`config.mk`:
```
export PLATFORM = sky130hd
export DESIGN_NAME = lcc_channel
export DESIGN_NICKNAME = d
export VERILOG_FILES = /design/src/rtl/lcc_pkg.sv /design/src/rtl/lcc_ctrl.sv /design/src/rtl/lcc_datapath.sv /design/src/rtl/lcc_channel.sv
export SDC_FILE = /design/constraint.sdc
export NUM_CORES = 1
export LEC_CHECK = 0
export CAP_MARGIN = 40
export CORE_ASPECT_RATIO = 1.4
export CORE_MARGIN = 8
export CORE_UTILIZATION = 49
export DETAILED_ROUTE_END_ITERATION = 12
export PLACE_DENSITY = 0.71
export SLEW_MARGIN = 20
export SYNTH_ARGS = -nofsm -noshare
export SYNTH_HDL_FRONTEND = slang
export SYNTH_SLANG_ARGS = --single-unit
```
`constraint.sdc`:
```
create_clock -name clk -period 3.01 [get_ports clk]
set_input_delay 0.602 -clock clk [delete_from_list [all_inputs] [get_ports clk]]
set_output_delay 0.602 -clock clk [all_outputs]
set_load 0.005 [all_outputs]
```
`src/rtl/lcc_pkg.sv`:
```
package lcc_pkg;
  // strobes from the control to the datapath, one per accepted event
  typedef struct packed {
    logic push;  // producer word accepted this cycle
    logic pop;   // consumer read accepted this cycle
  } lccStrobes_t;
endpackage

```
`src/rtl/lcc_ctrl.sv`:
```
module lcc_ctrl
  import lcc_pkg::*;
#(
  parameter int DEPTH   = 4,
  parameter int REV_LAT = 2,
  localparam int CW     = $clog2(DEPTH + 1),
  localparam int RSTG   = (REV_LAT > 1) ? REV_LAT - 1 : 1
) (
  input  logic          clk,
  input  logic          rstN,
  input  logic          srcPush,
  input  logic          dstPop,
  input  logic          bufNotEmpty,
  output lccStrobes_t   strobes,
  output logic          srcReady,
  output logic          dstReady,
  output logic          overflowErr,
  output logic [CW-1:0] creditCnt,
  output logic [RSTG-1:0] revVec
);
  logic creditBack;

  assign srcReady    = (creditCnt != '0);
  assign dstReady    = bufNotEmpty;
  assign strobes.push = srcPush & srcReady;
  assign strobes.pop  = dstPop & bufNotEmpty;

  // reverse delay line: a pop becomes a usable credit REV_LAT edges later
  if (REV_LAT > 1) begin : g_revPipe
    logic [RSTG-1:0] revPipe;
    always_ff @(posedge clk) begin
      if (!rstN) begin
        revPipe <= '0;
      end else begin
        revPipe[0] <= strobes.pop;
        for (int i = 1; i < RSTG; i++) revPipe[i] <= revPipe[i-1];
      end
    end
    assign creditBack = revPipe[RSTG-1];
    assign revVec     = revPipe;
  end else begin : g_revDirect
    assign creditBack = strobes.pop;
    assign revVec     = '0;
  end

  always_ff @(posedge clk) begin
    if (!rstN) begin
      creditCnt   <= CW'(DEPTH);
      overflowErr <= 1'b0;
    end else begin
      creditCnt <= creditCnt - CW'(strobes.push) + CW'(creditBack);
      if (srcPush && !srcReady) overflowErr <= 1'b1;
    end
  end
endmodule

```
`src/rtl/lcc_datapath.sv`:
```
module lcc_datapath
  import lcc_pkg::*;
#(
  parameter int DATA_W  = 8,
  parameter int DEPTH   = 4,
  parameter int FWD_LAT = 2,
  localparam int PW     = (DEPTH > 1) ? $clog2(DEPTH) : 1,
  localparam int CW     = $clog2(DEPTH + 1),
  localparam int FSTG   = (FWD_LAT > 1) ? FWD_LAT - 1 : 1
) (
  input  logic              clk,
  input  logic              rstN,
  input  lccStrobes_t       strobes,
  input  logic [DATA_W-1:0] srcData,
  output logic [DATA_W-1:0] dstData,
  output logic              bufNotEmpty,
  output logic [CW-1:0]     bufCount,
  output logic [FSTG-1:0]   fwdVec
);
  logic              arriveValid;
  logic [DATA_W-1:0] arriveData;

  // forward delay line; the last stage writes the buffer, so total delay is FWD_LAT
  if (FWD_LAT > 1) begin : g_fwdPipe
    logic [FSTG-1:0]   vld;
    logic [DATA_W-1:0] dat [FSTG];
    always_ff @(posedge clk) begin
      if (!rstN) begin
        vld <= '0;
      end else begin
        vld[0] <= strobes.push;
        for (int i = 1; i < FSTG; i++) vld[i] <= vld[i-1];
      end
    end
    always_ff @(posedge clk) begin
      dat[0] <= srcData;
      for (int i = 1; i < FSTG; i++) dat[i] <= dat[i-1];
    end
    assign arriveValid = vld[FSTG-1];
    assign arriveData  = dat[FSTG-1];
    assign fwdVec      = vld;
  end else begin : g_fwdDirect
    assign arriveValid = strobes.push;
    assign arriveData  = srcData;
    assign fwdVec      = '0;
  end

  // receive buffer, circular
  logic [DATA_W-1:0] mem [DEPTH];
  logic [PW-1:0]     wrPtr, rdPtr;

  function automatic logic [PW-1:0] nextPtr(input logic [PW-1:0] p);
    return (p == PW'(DEPTH - 1)) ? '0 : p + PW'(1);
  endfunction

  always_ff @(posedge clk) begin
    if (arriveValid) mem[wrPtr] <= arriveData;
  end

  always_ff @(posedge clk) begin
    if (!rstN) begin
      wrPtr    <= '0;
      rdPtr    <= '0;
      bufCount <= '0;
    end else begin
      if (arriveValid) wrPtr <= nextPtr(wrPtr);
      if (strobes.pop) rdPtr <= nextPtr(rdPtr);
      bufCount <= bufCount + CW'(arriveValid) - CW'(strobes.pop);
    end
  end

  assign bufNotEmpty = (bufCount != '0);
  assign dstData     = mem[rdPtr];
endmodule

```
`src/rtl/lcc_channel.sv`:
```
module lcc_channel
  import lcc_pkg::*;
#(
  parameter int DATA_W  = 8,
  parameter int FWD_LAT = 2,
  parameter int REV_LAT = 2,
  parameter int DEPTH   = 4
) (
  input  logic              clk,
  input  logic              rstN,
  input  logic              srcPush,
  input  logic [DATA_W-1:0] srcData,
  output logic              srcReady,
  input  logic              dstPop,
  output logic [DATA_W-1:0] dstData,
  output logic              dstReady,
  output logic              overflowErr
);
  localparam int CW   = $clog2(DEPTH + 1);
  localparam int FSTG = (FWD_LAT > 1) ? FWD_LAT - 1 : 1;
  localparam int RSTG = (REV_LAT > 1) ? REV_LAT - 1 : 1;

  lccStrobes_t     strobes;
  logic            bufNotEmpty;
  logic [CW-1:0]   creditCnt;
  logic [CW-1:0]   bufCount;
  logic [FSTG-1:0] fwdVec;
  logic [RSTG-1:0] revVec;

  lcc_ctrl #(.DEPTH(DEPTH), .REV_LAT(REV_LAT)) uCtrl (
    .clk(clk), .rstN(rstN), .srcPush(srcPush), .dstPop(dstPop),
    .bufNotEmpty(bufNotEmpty), .strobes(strobes), .srcReady(srcReady),
    .dstReady(dstReady), .overflowErr(overflowErr),
    .creditCnt(creditCnt), .revVec(revVec)
  );

  lcc_datapath #(.DATA_W(DATA_W), .DEPTH(DEPTH), .FWD_LAT(FWD_LAT)) uData (
    .clk(clk), .rstN(rstN), .strobes(strobes), .srcData(srcData),
    .dstData(dstData), .bufNotEmpty(bufNotEmpty), .bufCount(bufCount),
    .fwdVec(fwdVec)
  );
endmodule

```
======== After elaboration in Yosys (flattened, before gate mapping) ========
Memory sizes are Yosys's and may differ from the RTL's. A register that Yosys moved wholly into a read port is not among the register bits.
Cells that the tools add are included.
cells by class
  add/sub/neg operators ................... 6
  multipliers ............................. 0
  div/mod/pow operators ................... 0
  order comparisons ....................... 0
  equal/unequal tests ..................... 2
  shifts and indexed selects .............. 0
  muxes and demuxes ....................... 6
  bitwise logic cells ..................... 2
  reductions and logical operators ........ 4
operator list
  cell                                                           number
  2-bit two-way mux                                              4
  3-bit by 1-bit adder with 3-bit output                         2
  3-bit nonzero test                                             2
  3-bit by 1-bit subtractor with 3-bit output                    2
  2-bit by 1-bit adder with 2-bit output, second input constant  2
  2-bit == test, second input constant                           2
  1-bit bitwise AND                                              2
  1-bit two-way mux                                              2
  1-bit logical AND                                              1
  1-bit zero test                                                1
storage, ports and cells
  register bits ........................... 13
  latch bits .............................. 0
  RAM bits ................................ 40
  bits in read-only memories .............. 0
  bits of input ports ..................... 12
  output and inout bits ................... 11
  memories ................................ 2
memories
  memory               depth  width  read ports  clocked after memory_dff  write ports  line                text
  uData.mem            4      8      1           1                         1            lcc_datapath.sv:49  logic [DATA_W-1:0] mem [DEPTH];
  uData.g_fwdPipe.dat  1      8      1           0                         1            lcc_datapath.sv:26  logic [DATA_W-1:0] dat [FSTG];

======== Logic depth before layout (Yosys ltp) ========
Gate-level depths: netlist of the first run.
  depth after elaboration ................. 4
  mapped depth ............................ 8
  mapped depth without buffers ............ 8

======== Modules after synthesis ========
From an unflattened synthesis of the first run, not the netlist that was laid out.
unflattened totals
  cells, all modules ...................... 116
  area total of the unflattened synthesis .. 2049.5 um^2
by module, submodules not included
  module        times used  cells an instance  area an instance (um^2)  sequential area each (um^2)
  lcc_datapath  1           93                 1798.0                   1321.3
  lcc_ctrl      1           23                 251.5                    100.1

======== Worst setup path after synthesis of the first run ========
Ideal clock, no wire load.
  kind .................................... input to register
  from .................................... input port dstPop
  to ...................................... register uData.bufCount[2]
  arrival ................................. 1894 ps
  path slack .............................. 1001 ps
  stages .................................. 7
  cell sequence ........................... o31a_1 > ha_1 > inv_1 > ha_1 > fa_1 > xnor3_1 > and2_1
between the ends
  longest elaborated chain between the ends .. 2
ends and longest elaborated chain
  item                                         line                text
  from (decl)                                  lcc_channel.sv:14   input logic dstPop,
  1-bit bitwise AND                            lcc_ctrl.sv:26      assign strobes.pop = dstPop & bufNotEmpty;
  3-bit by 1-bit subtractor with 3-bit output  lcc_datapath.sv:68  bufCount <= bufCount + CW'(arriveValid) - CW'(strobes.pop);
  to (signal assigned)                         lcc_datapath.sv:68
  to (decl)                                    lcc_datapath.sv:17  output logic [CW-1:0] bufCount,
No other way between the ends.
A chain may end at the register's enable or synchronous reset.

==> qor.txt, run 1 <==
Cell Chain, Critical Path -> mux4_2 > clkdlybuf4s50_1
Die area -> 0.00654 mm²
Syn Inst Count -> 117
Worst Path Max Fanout -> 8
RePlAce Congestion -> 0.634
TritonCTS Sinks -> 55
Die Y -> 92.5 µm
Clock latency on the worst-skew pair -> 0.30 ns
Synth top area share -> 46.9%
DPL Wire Length -> 2.24 mm
Clock slew at reported path FFs -> 0.09 ns
Antenna violations before repair -> 0
Final ANT Viol Nets -> 0
Hold slack final -> 0.481 ns
Synthesized cell area -> 0.00205 mm²
N_diodes -> 0
Post-layout minimum cycle time -> 2.61 ns
Crit path DAT -> 2.01 ns
Syn nets -> 140
CTS Buf Count -> 5
Critical Path RT -> 2.41 ns
Hold-fix buffers, CTS -> 0
Max_slew headroom -> 63.8%
P per Cell Area -> 778 mW/mm²
Via Count -> 980
Hold Crit Start -> uCtrl.overflowErr
Horiz. Die Dim -> 70.7 µm
CP top delay family -> flip-flops
Layout area overhead -> 17.1%
Leak Pwr -> 0.872 nW
Register area share after synthesis -> 69.4%
CTS tree -> yes
Commonest register cell after synthesis -> edfxtp_1
Inst Count DP -> 181
CTS resizes -> 0
#FFs+latches synth -> 55
Row cnt -> 28
Routed wire length -> 3.04 mm
Final period util -> 86.7%
Status -> finished, final reports clean
Clock skew -> 0.00370 ns
Setup Viol. Count Final -> 0
Crit-path slowest cell -> dfxtp_1
Via-per-instance ratio -> 5.19
Max-Cap Viols -> 0
Number of global-route vias before repair -> 1079
Power, Total -> 1.87 mW
FFs w/ async S/R, synth -> 0%
Tot GR Track Use -> 10.0%
CP bufs+invs -> 1
Final nets -> 166
Non-filler cells, final -> 189
Post-synth EDFFs -> 32
YS warnings -> 0
Length of the first detailed-routing pass in iterations -> 2
Port bufs -> 22
Core area -> 0.00413 mm²
Layout cells sized above 1 -> 10.4%
Grt ovf -> 0
Synth area leader -> edfxtp_1
CP Capture Type -> output port
Max VDD drop -> 398 µV
Num ports -> 23
Leading post-synthesis cells by cell area -> edfxtp_1, dfxtp_1, mux4_2, ha_1, and2_1
RSZ-0062 raised after global routing -> false
Detailed-route DRC error count -> 0
Synthesized area per cell -> 17.5 µm²
Root Buffer -> clkbuf_8
Longest Clk Path Bufs -> 2
Global-route wire length before repair -> 4.95 mm
Post-CTS setup repair buffer count -> 0
Tightest Pin Transition -> 0.543 ns
Worst hold-check path type -> reg2reg
CP Launch Type -> register
Setup Crit Path Kind -> reg2out
Wire per inst -> 16.1 µm
H-tree Lvls -> 2
Reg-to-Reg Start -> uData.bufCount[1]
TNS Setup -> 0 ns
Fmax -> 383 MHz
Starting Density -> 49.6%
Critical path's largest stage delay -> 0.67 ns
Initial DRC count -> 13
Largest net degree at the start of global routing -> 17
Hold Fails Final Rpt -> 0
Number of library cell types mapped by synthesis -> 20
Fin. max-slew vios -> 0
[worst paths after layout]
path	to	slack, ns	depth (start not counted)
worst min-delay path	uCtrl.overflowErr	0.48	1
worst max-delay path	dstData[4]	0.40	2
worst max register to register	uData.bufCount[2]	0.98	7
worst min register to register	uCtrl.overflowErr	0.48	1
[worst reg2reg max path, delay by kind of cell (launching register included)]
kind	cells	cell delay (ns)
AND/OR/NAND/NOR	1	0.16
XOR/XNOR	1	0.18
adder cells (fa/ha/maj)	3	0.84
flip-flops	1	0.35
AO/OA/AOI/OAI	1	0.35
buffers and inverters	1	0.04
[state kept, by name, summed over array words and instances (netlist names), named ones only]
register	count
uCtrl.creditCnt	3
uCtrl.overflowErr	1
uCtrl.revVec	1
uData.bufCount	3
uData.fwdVec	1
uData.g_fwdPipe.dat	8
uData.mem	32
uData.rdPtr	2
uData.wrPtr	2
[cell usage after synthesis, drive strengths merged, types with 3 or more instances]
master / instances
ha: 9
edfxtp: 32
nand2: 4
and2: 10
mux4: 8
nor2b: 3
dfxtp: 23
inv: 9
mux2i: 3
[cell families (layout without fill, tap and decap cells)]
group           after synthesis  after routing  share of synthesized area (%)
compound gates                4              4                           1.59
buf+inv                      12             39                           2.62
fa+ha+maj                    11             11                           7.45
mux                          11             11                           10.3
xor+xnor                      2              2                           2.20
simple gates                 22             22                           6.53
flops                        55             55                           69.4
[power breakdown]
part | leakage (nW) | switching (mW) | internal, mW | total, mW
sequential | 0.481 | 0.0939 | 0.885 | 0.979
clock | 0.0449 | 0.219 | 0.184 | 0.403
combinational | 0.346 | 0.158 | 0.326 | 0.484
[cell type report]
cell class	instances	area [µm²]
clock buffer	6	82.6
clock inverter	2	11.3
fill	335	1730
inverter	9	33.8
multi-input combinational	50	574
sequential	55	1420
tap	45	56.3
timing repair buffer	22	220
[layer usage]
layer	share of wire, %	vias up	global-route usage, %
met2	56	20	18.6
li1	-	470	-
met1	38	485	9.31
met5	0	-	0
met4	1.4	0	4.18
met3	5.1	5	4.32
[placed cells by master, fill, tap and decap left out]
cell / synthesis / layout
nand2_1: 4 / 4
or3_1: 2 / 2
or3b_1: 1 / 1
xnor3_1: 2 / 2
o21a_1: 2 / 2
clkinvlp_4: 0 / 1
mux2i_1: 3 / 3
clkdlybuf4s50_1: 0 / 22
o31a_1: 2 / 2
clkinv_1: 0 / 1
nor4b_1: 1 / 1
and2_1: 10 / 10
inv_1: 9 / 9
edfxtp_1: 32 / 32
clkbuf_8: 0 / 6
dfxtp_1: 23 / 23
nor3b_1: 1 / 1
nor2b_1: 3 / 3
mux4_2: 8 / 8
fa_1: 2 / 2
ha_1: 9 / 9
[stage by stage]
| step | cell area, µm² | worst slack (ns) | util [%] |
|---|---|---|---|
| 3_5_place_dp | 2310 | 0.473 | 55.8 |
| 2_1_floorplan | 2050 | 1.00 | - |
| 4_1_cts | 2400 | 0.319 | 58.1 |
| 3_3_place_gp | 2310 | 0.563 | 55.8 |
| 6_report | 2400 | 0.401 | 58.1 |
| 5_1_grt | 2400 | 0.264 | 58.1 |
No activity file was read; power rests on OpenSTA's default activity.
==> run 2: changes to the inputs <==
--- a/config.mk
+++ b/config.mk
@@ -10,6 +10,7 @@
 export CORE_MARGIN = 8
 export CORE_UTILIZATION = 49
 export DETAILED_ROUTE_END_ITERATION = 12
+export GPL_TIMING_DRIVEN = 0
 export PLACE_DENSITY = 0.71
 export SLEW_MARGIN = 20
 export SYNTH_ARGS = -nofsm -noshare
==> qor.txt, run 2 (synthesized netlist as in run 1, its figures left out) <==
CP Capture Type -> output port
Max VDD drop -> 498 µV (+25%)
Clock Power Share -> 27.4% (+5.8 points)
DPL Wire Length -> 2.27 mm (+1.4%)
# fillers -> 318 (-5.1%)
Biggest regs -> uData.mem (32), uData.g_fwdPipe.dat (8)
Wire per inst -> 16.2 µm (+0.77%)
Post-Place Cell Area -> 0.00233 mm² (+0.87%)
Worst Path Max Fanout -> 8 (unchanged)
Longest Clk Path Bufs -> 2 (unchanged)
TritonCTS Sinks -> 55 (unchanged)
Setup Crit Path Kind -> reg2out
Fin. max-slew vios -> 0 (unchanged)
Pre-CTS setup slack -> 0.451 ns (-0.0219 ns)
RePlAce Congestion -> 0.674 (+6.3%)
CTS resizes -> 0 (unchanged)
Root Buffer -> clkbuf_8
Post-CTS setup repair buffer count -> 0 (unchanged)
Critical Path RT -> 2.41 ns (about the same)
Crit-path slowest cell -> mux4_2
Crit path DAT -> 1.80 ns (-0.21 ns)
Post-layout minimum cycle time -> 2.40 ns (-0.208 ns)
Global-route wire length before repair -> 5.26 mm (+6.4%)
Critical path's largest stage delay -> 0.52 ns (-0.15 ns)
Final WS setup -> 0.609 ns (+0.208 ns)
Largest reg by FF count -> uData.mem
H-tree Lvls -> 2 (unchanged)
Layout cells sized above 1 -> 11.6% (+1.1 points)
Power, Total -> 2.04 mW (+9.0%)
Clock skew -> 0.00937 ns (+0.00567 ns)
Antenna violations before repair -> 0 (unchanged)
N_diodes -> 0 (unchanged)
Leak Pwr -> 0.904 nW (+3.7%)
Commonest non-fill, non-tap cell in the layout -> edfxtp_1
Die area -> 0.00654 mm² (unchanged)
CTS tree -> yes
Switching power -> 483 µW (+2.4%)
Max_slew headroom -> 71.1% (+7.3 points)
Largest net degree at the start of global routing -> 17 (unchanged)
Hold Fails Final Rpt -> 0 (unchanged)
Max-Cap Viols -> 0 (unchanged)
Core area -> 0.00413 mm² (unchanged)
CP Launch Type -> register
Hold slack final -> 0.491 ns (+0.00951 ns)
Row cnt -> 28 (unchanged)
Setup Viol. Count Final -> 0 (unchanged)
Detailed-route DRC error count -> 0 (unchanged)
Cell Int Power -> 1.55 mW (+11%)
Max FFs per register -> 32 (unchanged)
Cell Chain, Critical Path -> buf_6 > mux4_2 > clkdlybuf4s50_1
Hold-fix buffers, CTS -> 0 (unchanged)
Clock slew at reported path FFs -> 0.09 ns (about the same)
Tightest Pin Transition -> 0.434 ns (-0.109 ns)
Post-route cell area -> 0.00246 mm² (+2.5%)
Combinational share of power -> 25.9% (about the same)
Port bufs -> 22 (unchanged)
Via Count -> 988 (+0.82%)
Worst hold-check path type -> reg2reg
Starting Density -> 49.6% (unchanged)
Grt ovf -> 0 (unchanged)
Clock latency on the worst-skew pair -> 0.30 ns (about the same)
Initial DRC count -> 41 (+28)
Switching Share -> 23.7% (-1.5 points)
Num ports -> 23 (unchanged)
Fmax -> 417 MHz (+8.7%)
Most frequent cells in the layout -> edfxtp_1, dfxtp_1, clkdlybuf4s50_1
CTS Buf Count -> 5 (unchanged)
P per Cell Area -> 828 mW/mm² (+6.4%)
Final ANT Viol Nets -> 0 (unchanged)
Status -> finished, final reports clean
Via-per-instance ratio -> 5.15 (-0.76%)
Final nets -> 169 (+1.8%)
Seq pwr share -> 46.7% (-5.7 points)
Number of global-route vias before repair -> 1108 (+2.7%)
Layout area overhead -> 20.0%
Die Y -> 92.5 µm (unchanged)
Length of the first detailed-routing pass in iterations -> 3 (+1)
Final period util -> 79.8% (-6.9 points)
Routed wire length -> 3.11 mm (+2.4%)
RSZ-0062 raised after global routing -> false
Tot GR Track Use -> 10.7% (+0.66 points)
Horiz. Die Dim -> 70.7 µm (unchanged)
TNS Setup -> 0 ns (unchanged)
[run 2: layout make-up]
type / instances / area, µm² / area share, %
clock inverters: 2 / 60.1 / 2.44
well taps: 45 / 56.3 / 2.29
flip-flops and latches: 55 / 1420 / 57.8
inverters: 9 / 33.8 / 1.37
multi-input cells: 50 / 574 / 23.4
plain buffers: 3 / 20.0 / 0.814
repair buffers: 22 / 220 / 8.96
clock buffers: 6 / 72.6 / 2.95
[run 2: per-layer routing]
metal	share of wire (%)	global-route usage (%)
met1	39	10.2
met2	55	19.7
met3	4.8	4.43
met4	1.7	4.18
met5	0	0
[run 2: worst paths after layout]
kind / slack, ns / start / cells after the start / to
hold / removal: 0.49 / uData.g_fwdPipe.dat[0][0] / 0 / uData.mem[2][0]
setup reg to reg: 0.95 / uData.bufCount[1] / 7 / uData.bufCount[2]
setup / recovery: 0.61 / register / 3 / dstData[4]
hold reg to reg: 0.49 / uData.g_fwdPipe.dat[0][0] / 0 / uData.mem[2][0]
[run 2: critical path, delay by kind of cell, from the launching register on]
| kind | cells | cell delay (ns) |
|---|---|---|
| buffers and inverters | 2 | 0.63 |
| muxes | 1 | 0.52 |
| DFF | 1 | 0.34 |
[run 2: stage by stage]
stage	utilization, %	std cells
after floorplan	-	117
after global placement	56.3	184
after detailed placement	56.3	184
after CTS	59.5	192
after global routing	59.5	192
final	59.5	192
[run 2: power by group through the flow]
stage / logic (mW) / clock network [mW] / registers [mW]
floorplan: 0.345 / 0 / 0.950
global route: 0.594 / 0.600 / 0.963
global placement: 0.515 / 0 / 0.958
CTS: 0.543 / 0.567 / 0.953
finish: 0.527 / 0.558 / 0.951
detailed placement: 0.541 / 0 / 0.969
